===== src/rtl/dma_cb_pkg.sv =====
package dma_cb_pkg;

    typedef enum logic [2:0] {
        ST_IDLE,
        ST_FETCH,
        ST_READ,
        ST_WRITE,
        ST_FINISH
    } dma_state_e;

    // register offsets and control/status bits
    localparam int CSR_OFS       = 0;
    localparam int PTR_OFS       = 4;
    localparam int CSR_RUN_BIT   = 0;
    localparam int CSR_FLAG_BIT  = 2;

    // transfer-info bits
    localparam int INFO_IRQEN_BIT = 0;
    localparam int INFO_DINC_BIT  = 4;
    localparam int INFO_SINC_BIT  = 8;

    localparam int DESC_WORDS = 4;

endpackage


===== src/rtl/dma_cb_regs.sv =====
module dma_cb_regs
    import dma_cb_pkg::*;
#(
    parameter int DATA_W = 32,
    parameter int ADDR_W = 32,
    parameter int REG_AW = 4
) (
    input  logic              clk,
    input  logic              rst_n,
    input  logic              reg_wr,
    input  logic [REG_AW-1:0] reg_addr,
    input  logic [DATA_W-1:0] reg_wdata,
    output logic [DATA_W-1:0] reg_rdata,
    input  logic              busy,
    input  logic              set_flag,
    output logic [ADDR_W-1:0] desc_ptr,
    output logic              start,
    output logic              flag
);

    logic csr_sel;
    logic ptr_sel;

    assign csr_sel = (reg_addr == REG_AW'(CSR_OFS));
    assign ptr_sel = (reg_addr == REG_AW'(PTR_OFS));

    // the run bit only starts an idle channel
    assign start = reg_wr && csr_sel && reg_wdata[CSR_RUN_BIT] && !busy;

    always_ff @(posedge clk) begin
        if (!rst_n) begin
            desc_ptr <= '0;
            flag     <= 1'b0;
        end else begin
            if (reg_wr && ptr_sel) begin
                desc_ptr <= reg_wdata[ADDR_W-1:0];
            end
            // completion wins over a simultaneous clear
            if (set_flag) begin
                flag <= 1'b1;
            end else if (reg_wr && csr_sel && reg_wdata[CSR_FLAG_BIT]) begin
                flag <= 1'b0;
            end
        end
    end

    always_comb begin
        reg_rdata = '0;
        if (csr_sel) begin
            reg_rdata[CSR_RUN_BIT]  = busy;
            reg_rdata[CSR_FLAG_BIT] = flag;
        end else if (ptr_sel) begin
            reg_rdata[ADDR_W-1:0] = desc_ptr;
        end
    end

endmodule


===== src/rtl/dma_cb_engine.sv =====
module dma_cb_engine
    import dma_cb_pkg::*;
#(
    parameter int DATA_W = 32,
    parameter int ADDR_W = 32
) (
    input  logic              clk,
    input  logic              rst_n,
    input  logic              start,
    input  logic [ADDR_W-1:0] desc_ptr,
    output logic              busy,
    output logic              finish,
    output logic              set_flag,
    output logic              mem_req,
    output logic              mem_we,
    output logic [ADDR_W-1:0] mem_addr,
    output logic [DATA_W-1:0] mem_wdata,
    input  logic              mem_gnt,
    input  logic [DATA_W-1:0] mem_rdata
);

    localparam int                BYTES = DATA_W / 8;
    localparam int                IDX_W = $clog2(DESC_WORDS);
    localparam logic [ADDR_W-1:0] ASTEP = ADDR_W'(BYTES);
    localparam logic [DATA_W-1:0] LSTEP = DATA_W'(BYTES);

    dma_state_e        state, nxt;
    logic [IDX_W-1:0]  idx;
    logic [ADDR_W-1:0] ptr_q, src_q, dst_q;
    logic [DATA_W-1:0] info_q, len_q, data_q;
    logic              last_fetch, last_word;

    assign last_fetch = (idx == IDX_W'(DESC_WORDS - 1));
    assign last_word  = (len_q <= LSTEP);

    // next-state logic
    always_comb begin
        nxt = state;
        unique case (state)
            ST_IDLE:   if (start) nxt = ST_FETCH;
            ST_FETCH:  if (mem_gnt && last_fetch)
                           nxt = (mem_rdata == '0) ? ST_FINISH : ST_READ;
            ST_READ:   if (mem_gnt) nxt = ST_WRITE;
            ST_WRITE:  if (mem_gnt) nxt = last_word ? ST_FINISH : ST_READ;
            ST_FINISH: nxt = ST_IDLE;
            default:   nxt = ST_IDLE;
        endcase
    end

    // state register
    always_ff @(posedge clk) begin
        if (!rst_n) state <= ST_IDLE;
        else        state <= nxt;
    end

    // descriptor, address and length datapath
    always_ff @(posedge clk) begin
        if (!rst_n) begin
            idx    <= '0;
            ptr_q  <= '0;
            src_q  <= '0;
            dst_q  <= '0;
            info_q <= '0;
            len_q  <= '0;
            data_q <= '0;
        end else begin
            unique case (state)
                ST_IDLE: if (start) begin
                    ptr_q <= desc_ptr;
                    idx   <= '0;
                end
                ST_FETCH: if (mem_gnt) begin
                    idx <= idx + 1'b1;
                    if (idx == IDX_W'(0))      info_q <= mem_rdata;
                    else if (idx == IDX_W'(1)) src_q  <= mem_rdata[ADDR_W-1:0];
                    else if (idx == IDX_W'(2)) dst_q  <= mem_rdata[ADDR_W-1:0];
                    else                       len_q  <= mem_rdata;
                end
                ST_READ: if (mem_gnt) data_q <= mem_rdata;
                ST_WRITE: if (mem_gnt) begin
                    if (info_q[INFO_SINC_BIT]) src_q <= src_q + ASTEP;
                    if (info_q[INFO_DINC_BIT]) dst_q <= dst_q + ASTEP;
                    len_q <= len_q - LSTEP;
                end
                default: ;
            endcase
        end
    end

    // outputs
    always_comb begin
        mem_req   = 1'b0;
        mem_we    = 1'b0;
        mem_addr  = '0;
        mem_wdata = '0;
        unique case (state)
            ST_FETCH: begin
                mem_req  = 1'b1;
                mem_addr = ptr_q + (ADDR_W'(idx) * ASTEP);
            end
            ST_READ: begin
                mem_req  = 1'b1;
                mem_addr = src_q;
            end
            ST_WRITE: begin
                mem_req   = 1'b1;
                mem_we    = 1'b1;
                mem_addr  = dst_q;
                mem_wdata = data_q;
            end
            default: ;
        endcase
    end

    assign busy     = (state != ST_IDLE);
    assign finish   = (state == ST_FINISH);
    assign set_flag = finish && info_q[INFO_IRQEN_BIT];

endmodule


===== src/rtl/dma_cb_channel.sv =====
module dma_cb_channel
    import dma_cb_pkg::*;
#(
    parameter int DATA_W = 32,
    parameter int ADDR_W = 32,
    parameter int REG_AW = 4
) (
    input  logic              clk,
    input  logic              rst_n,
    input  logic              reg_wr,
    input  logic [REG_AW-1:0] reg_addr,
    input  logic [DATA_W-1:0] reg_wdata,
    output logic [DATA_W-1:0] reg_rdata,
    output logic              mem_req,
    output logic              mem_we,
    output logic [ADDR_W-1:0] mem_addr,
    output logic [DATA_W-1:0] mem_wdata,
    input  logic              mem_gnt,
    input  logic [DATA_W-1:0] mem_rdata,
    output logic              irq
);

    logic              busy;
    logic              finish;
    logic              set_flag;
    logic              start;
    logic              flag;
    logic [ADDR_W-1:0] desc_ptr;

    dma_cb_regs #(
        .DATA_W (DATA_W),
        .ADDR_W (ADDR_W),
        .REG_AW (REG_AW)
    ) u_regs (
        .clk       (clk),
        .rst_n     (rst_n),
        .reg_wr    (reg_wr),
        .reg_addr  (reg_addr),
        .reg_wdata (reg_wdata),
        .reg_rdata (reg_rdata),
        .busy      (busy),
        .set_flag  (set_flag),
        .desc_ptr  (desc_ptr),
        .start     (start),
        .flag      (flag)
    );

    dma_cb_engine #(
        .DATA_W (DATA_W),
        .ADDR_W (ADDR_W)
    ) u_engine (
        .clk       (clk),
        .rst_n     (rst_n),
        .start     (start),
        .desc_ptr  (desc_ptr),
        .busy      (busy),
        .finish    (finish),
        .set_flag  (set_flag),
        .mem_req   (mem_req),
        .mem_we    (mem_we),
        .mem_addr  (mem_addr),
        .mem_wdata (mem_wdata),
        .mem_gnt   (mem_gnt),
        .mem_rdata (mem_rdata)
    );

    assign irq = flag;

endmodule


===== config.mk =====
export PLATFORM = sky130hd
export DESIGN_NAME = dma_cb_channel
export DESIGN_NICKNAME = d
export VERILOG_FILES = /design/src/rtl/dma_cb_pkg.sv /design/src/rtl/dma_cb_regs.sv /design/src/rtl/dma_cb_engine.sv /design/src/rtl/dma_cb_channel.sv
export SDC_FILE = /design/constraint.sdc
export NUM_CORES = 1
export LEC_CHECK = 0
export BUFFER_PORTS_ARGS = -buffer_cell sky130_fd_sc_hd__buf_2
export CAP_MARGIN = 20
export CORE_MARGIN = 5
export CORE_UTILIZATION = 34
export CTS_BUF_LIST = sky130_fd_sc_hd__clkbuf_2 sky130_fd_sc_hd__clkbuf_4 sky130_fd_sc_hd__clkbuf_8
export CTS_CLUSTER_DIAMETER = 80
export DETAILED_ROUTE_END_ITERATION = 8
export GPL_TIMING_DRIVEN = 0
export HOLD_SLACK_MARGIN = 0.02
export SLEW_MARGIN = 20
export SYNTH_ARGS = -nofsm -noshare
export SYNTH_HDL_FRONTEND = slang
export SYNTH_SLANG_ARGS = --single-unit

===== constraint.sdc =====
create_clock -name clk -period 2.8 [get_ports clk]
set_input_delay 0.56 -clock clk [delete_from_list [all_inputs] [get_ports clk]]
set_output_delay 0.56 -clock clk [all_outputs]
set_load 0.02 [all_outputs]

# ---- Word level (Yosys, flattened, before mapping)
# Index checks and enable logic that the tools add are counted.
dict set report classes {
  add_sub_neg 5
  n_lt_le_gt_ge 1
  n_eq_ne 20
  n_mux 40
  reduce_logical 25
}
# op count
set ops {}
lappend ops {{32-bit two-way mux} 18}
lappend ops {{32-bit one-hot mux with 2 select lines} 3}
lappend ops {{32-bit one-hot mux with 3 select lines} 1}
lappend ops {{32-bit by 3-bit adder with 32-bit output (second input constant)} 2}
lappend ops {{32-bit by 4-bit adder with 32-bit output} 1}
lappend ops {{32-bit by 3-bit less-or-equal comparator with 1-bit output (second input constant)} 1}
lappend ops {{32-bit zero test} 1}
lappend ops {{32-bit by 3-bit subtractor with 32-bit output (second input constant)} 1}
lappend ops {{29-bit two-way mux} 1}
lappend ops {{3-bit two-way mux} 6}
lappend ops {{2-bit != test (second input constant)} 7}
lappend ops {{3-bit one-hot mux with 4 select lines} 1}
lappend ops {{6-bit AND reduction} 2}
lappend ops {{2-bit by 1-bit != test with 1-bit output (second input constant)} 5}
lappend ops {{1-bit logical AND} 7}
lappend ops {{1-bit two-way mux} 7}
lappend ops {{7-bit AND reduction} 1}
lappend ops {{3-bit by 2-bit == test with 1-bit output (second input constant)} 2}
lappend ops {{3-bit AND reduction} 2}
lappend ops {{2-bit nonzero test} 3}
lappend ops {{2-bit == test (second input constant)} 2}
lappend ops {{4-bit by 3-bit == test with 1-bit output (second input constant)} 1}
lappend ops {{4-bit zero test} 1}
lappend ops {{2-bit two-way mux} 2}
lappend ops {{other kinds (12)} 13}
dict set report word_totals {
  register_bits 207
  in_bits 72
  wordCells 101
}

# ---- Longest topological paths before layout
dict set report logic_depth {
  word_depth 6
  depth_mapped 9
  depth_no_buf 7
}

# ---- Hierarchy
# Synthesis repeated with hierarchy kept, for this count alone.
dict set report unflattened {
  hier_cells 1582
  area_unflattened_um2 11893.9
}
# module n_inst cells_per_inst area_per_inst_um2 seq_area_each_um2
set by_module_without_submodules {}
lappend by_module_without_submodules {dma_cb_engine 1 1401 10327.4 3363.2}
lappend by_module_without_submodules {dma_cb_regs 1 181 1566.5 660.6}

# ---- Worst setup path before layout
# OpenSTA, ideal clock, no wires.
dict set report synth_timing {
  path_kind {register to output}
  startpoint {reg u_engine.idx[0]}
  endpoint {out mem_addr[24]}
  arrival_time_ns 1.828
  required_ns 2.240
  path_slack_ns 0.412
  stages_incl_launch_ff 7
  n_path_buf 0
  path_cell_list {dfxtp_1 -> ha_1 -> fa_1 -> nand4_2 -> nor4_1 -> xnor2_1 -> o22ai_1}
}
dict set report synth_via {
  elab_chain_cells 2
}
# element line
set synth_rtl {}
lappend synth_rtl {{start: declaration} dma_cb_engine.sv:28} ;# logic [IDX_W-1:0] idx;
lappend synth_rtl {{start signal: assignment} dma_cb_engine.sv:73} ;# idx <= idx + 1'b1;
lappend synth_rtl {{32-bit by 4-bit adder with 32-bit output} dma_cb_engine.sv:99} ;# mem_addr = ptr_q + (ADDR_W'(idx) * ASTEP);
lappend synth_rtl {{32-bit one-hot mux with 3 select lines} dma_cb_engine.sv:96} ;# unique case (state)
lappend synth_rtl {{end: declaration} dma_cb_channel.sv:16} ;# output logic [ADDR_W-1:0] mem_addr,
# No other way between the ends.

# ---- Worst setup path in the final report
dict set report layout_timing {
  startpoint {reg u_engine.idx[0]}
  endpoint {out mem_addr[28]}
}
# Same word-level chain as after synthesis.

==> flow_metrics.py <==
metrics = {
    "power": {
        "ir_worst_vdd_mv": 0.318,
        "p_per_area_nw_per_um2": 447,
        "p_leak_nw": 5.96,
    },
    "final_layout": {
        "stdcell_area_um2": 14800,
        "final_util": 0.440,
        "n_antenna_cell": 0,
        "instances_no_fill": 2232,
        "nets": 1836,
        "drive_above_1_share": 0.236,
        "area_delta_synth_final_pct": 27.1,
    },
    "sta": {
        "finalWorstSetupSlack_ns": -0.163,
        "setup_viol": 26,
        "fmax_mhz": 337,
        "fin_crit_sh": 1.06,
        "max-slew-margin-rel": 0.348,
        "skew_ns": 0.0227,
        "hold_viol_final": 0,
        "worstMarginPinSlew_ns": 0.978,
        "hold_slack_ns": 0.240,
        "slew_viol_final": 0,
        "rsz0062_at_grt": "yes",
        "tns_ns": -2.31,
        "period_minus_slack_ns": 2.96,
    },
    "clocking": {
        "numCtsBuffers": 39,
        "cts_tree": "done",
        "clkSlewWorstSetupHoldPaths_ns": 0.07,
        "hold_buffers": 0,
        "insertion_delay_ns": 0.56,
        "cts_max_path_buffers": 3,
        "cts_root_buffer": "clkbuf_8",
        "ctsHtreeMaxLevel": 2,
        "clock-sinks": 201,
    },
    "placement": {
        "placed_area_um2": 13100,
        "port_buffers": 168,
        "gp_congestion": 0.997,
        "place_hpwl_um": 39000,
        "dp_cells": 2140,
    },
    "die": {
        "die_w_um": 195,
        "start_util": 0.346,
        "dieArea_um2": 38100,
        "die_h_um": 195,
        "rows": 67,
        "coreArea_um2": 33700,
        "io_pins": 171,
    },
    "grt": {
        "grt_max_degree": 20,
        "grt_util_all_layers": 0.266,
        "gr-total-overflow": 0,
        "use_met2": 0.402,
        "use_met1": 0.361,
        "gr-usage-met3": 0.0638,
        "grt_pass1_wl_um": 79100,
        "busiest_layer": "met2",
        "first_global_vias": 12600,
        "antenna_found_initial": 2,
    },
    "worst_setup_path": {
        "worst_path_largest_cell_delay_ns": 0.42,
        "worst_setup_path_start_kind": "flop",
        "reg2reg_to": "u_engine.len_q[12]",
        "critPathCaptureType": "primary output",
        "crit_buf_inv": 2,
        "cp.required_ns": 2.24,
        "crit_path_end": "mem_addr[28]",
        "arrival_ns": 2.40,
        "critical_path_class": "reg2out",
        "worst-path-max-fanout": 6,
        "rr_startpoint": "u_engine.state[2]",
        "rr_worst_depth": 8,
        "critical_path.startpoint": "u_engine.idx[0]",
        "r2r_slack_ns": -0.05,
        "cp.depth": 8,
        "crit_path_top_delay_cell": "fa_2",
        "cp_common_cell": "buf_4",
        "cp_cell_sequence": "ha_4 -> fa_2 -> nand4_4 -> buf_4 -> nor4_4 -> xnor2_1 -> o22ai_1 -> buf_4",
        "path_delay_family": "adder cells",
    },
    "synthesis": {
        "yosysTopAreaCellShare": 0.345,
        "synth_edf_count": 0,
        "synthDistinctLibCells": 81,
        "synth_area_per_cell_um2": 7.65,
        "ys_top_cells_by_area": "dfxtp_1, nand2_1, a21oi_1",
        "yosysTopAreaCell": "dfxtp_1",
        "yosys_warnings": 0,
        "seq_area_frac_synth": 0.345,
        "async_flop_share": 0,
        "netlist_instances": 1524,
        "synth_flop_cell": "dfxtp_1",
        "syn-cell-area_um2": 11700,
        "ys_ff_latch": 201,
        "synth_fp_nets": 1607,
    },
    "routing": {
        "drt-initial-drc-count": 1623,
        "post_drt_wl_per_cell_um": 24.0,
        "antenna_left": 0,
        "vias": 13300,
        "drc_errors": 0,
        "wl_um": 53500,
        "drt-vias-per-instance": 5.94,
        "first_pass_iters": 7,
    },
    "status": {
        "status": "complete, but fails checks",
        "violations": "negative setup slack",
    },
    "job": {
        "maxCapViolations": 0,
    },
    "min_path": {
        "hold_class": "in2reg",
    },
}
-- kinds of logic (layout without fill, tap and decap cells) --
group | count (synthesis) | in the layout | share of synthesized area
flops | 201 | 201 | 0.345
simple gates | 696 | 696 | 0.305
fa+ha+maj | 11 | 11 | 0.0124
buf+inv | 133 | 393 | 0.0466
compound gates | 383 | 383 | 0.207
mux | 72 | 72 | 0.0628
xor+xnor | 28 | 28 | 0.0210
-- flip-flops by register name, summed over array words and instances (netlist names) --
name,cells
u_engine.data_q,32
u_engine.dst_q,32
u_engine.len_q,32
u_engine.ptr_q,32
u_engine.src_q,32
u_regs.desc_ptr,32
u_engine.info_q,3
u_engine.state,3
u_engine.idx,2
u_regs.flag,1
-- power breakdown --
group	internal, mW	switching [mW]	leakage [nW]
logic	0.0884	0.252	3.85
registers	2.86	0.00571	1.62
clock network	1.99	1.42	0.478
-- worst min-delay path by stage --
stage | cells after the start | end | slack, ns | start
floorplan | 2 | u_engine.data_q[0] | 0.43 | u_engine.data_q[0]
global placement | 2 | u_engine.data_q[27] | 0.44 | u_engine.data_q[27]
detailed placement | 2 | u_engine.data_q[10] | 0.44 | u_engine.data_q[10]
CTS | 3 | u_regs.desc_ptr[6] | 0.22 | reg_wdata[6]
global route | 3 | u_regs.desc_ptr[6] | 0.24 | reg_wdata[6]
finish | 3 | u_regs.desc_ptr[6] | 0.24 | reg_wdata[6]
-- synthesized netlist by cell type, drive strengths merged, types with 9 or more instances --
| cell type | instances |
|---|---|
| inv | 17 |
| nor4 | 35 |
| a211oi | 14 |
| a31oi | 17 |
| or3 | 14 |
| buf | 37 |
| nor2 | 138 |
| nand2 | 231 |
| nor3 | 44 |
| dfxtp | 201 |
| mux2i | 63 |
| ha | 10 |
| nand4 | 37 |
| mux2 | 9 |
| a22oi | 11 |
| clkbuf | 79 |
| xnor2 | 23 |
| and3 | 51 |
| o21ai | 66 |
| o31a | 12 |
| a21oi | 150 |
| and2 | 47 |
| nand3 | 48 |
| o22ai | 30 |
-- per-stage QoR --
stage / power (mW) / setup WS [ns]
CTS: 6.62 / -0.161
floorplan: 3.06 / 0.412
detailed placement: 3.25 / -0.460
global route: 6.80 / -0.262
global placement: 3.25 / -0.463
finish: 6.62 / -0.163
-- metal layers --
layer,vias to the layer above,routed length (um)
li1,6031,-
met1,6232,22300
met2,814,22600
met3,183,5690
met4,4,2850
met5,-,32
-- placed cells by master, fill, tap and decap left out, drive strengths merged, types with 11 or more instances in the layout --
master and n:
nand2 231, buf 227, dfxtp 201, a21oi 150, nor2 138, clkbuf 138
o21ai 66, mux2i 63, and3 51, nand3 48, and2 47, nor3 44
nand4 37, nor4 35, o22ai 30, xnor2 23, inv 18, a31oi 17
or3 14, a211oi 14, o31a 12, a22oi 11
-- tightest hold or removal path, cell delays in order --
cell and delay (ns):
buf_2 0.09, nand2_1 0.04, a21oi_1 0.05
-- final cells by class --
type	instances	area, um2
Fill cell	3486	18900
Clock buffer	61	790
Clock inverter	11	111
Inverter	17	63.8
Sequential cell	201	4040
Multi-Input combinational cell	1190	7540
Timing Repair Buffer	192	1140
Tap cell	448	561
Buffer	112	571
-- repair_timing --
action                     4_1_cts  5_1_grt
setup endpoints to repair       65       54
pin swaps                       22       20
gates resized for setup        134       42
setup buffers                   22        2
(Power assumes the default switching activity.)
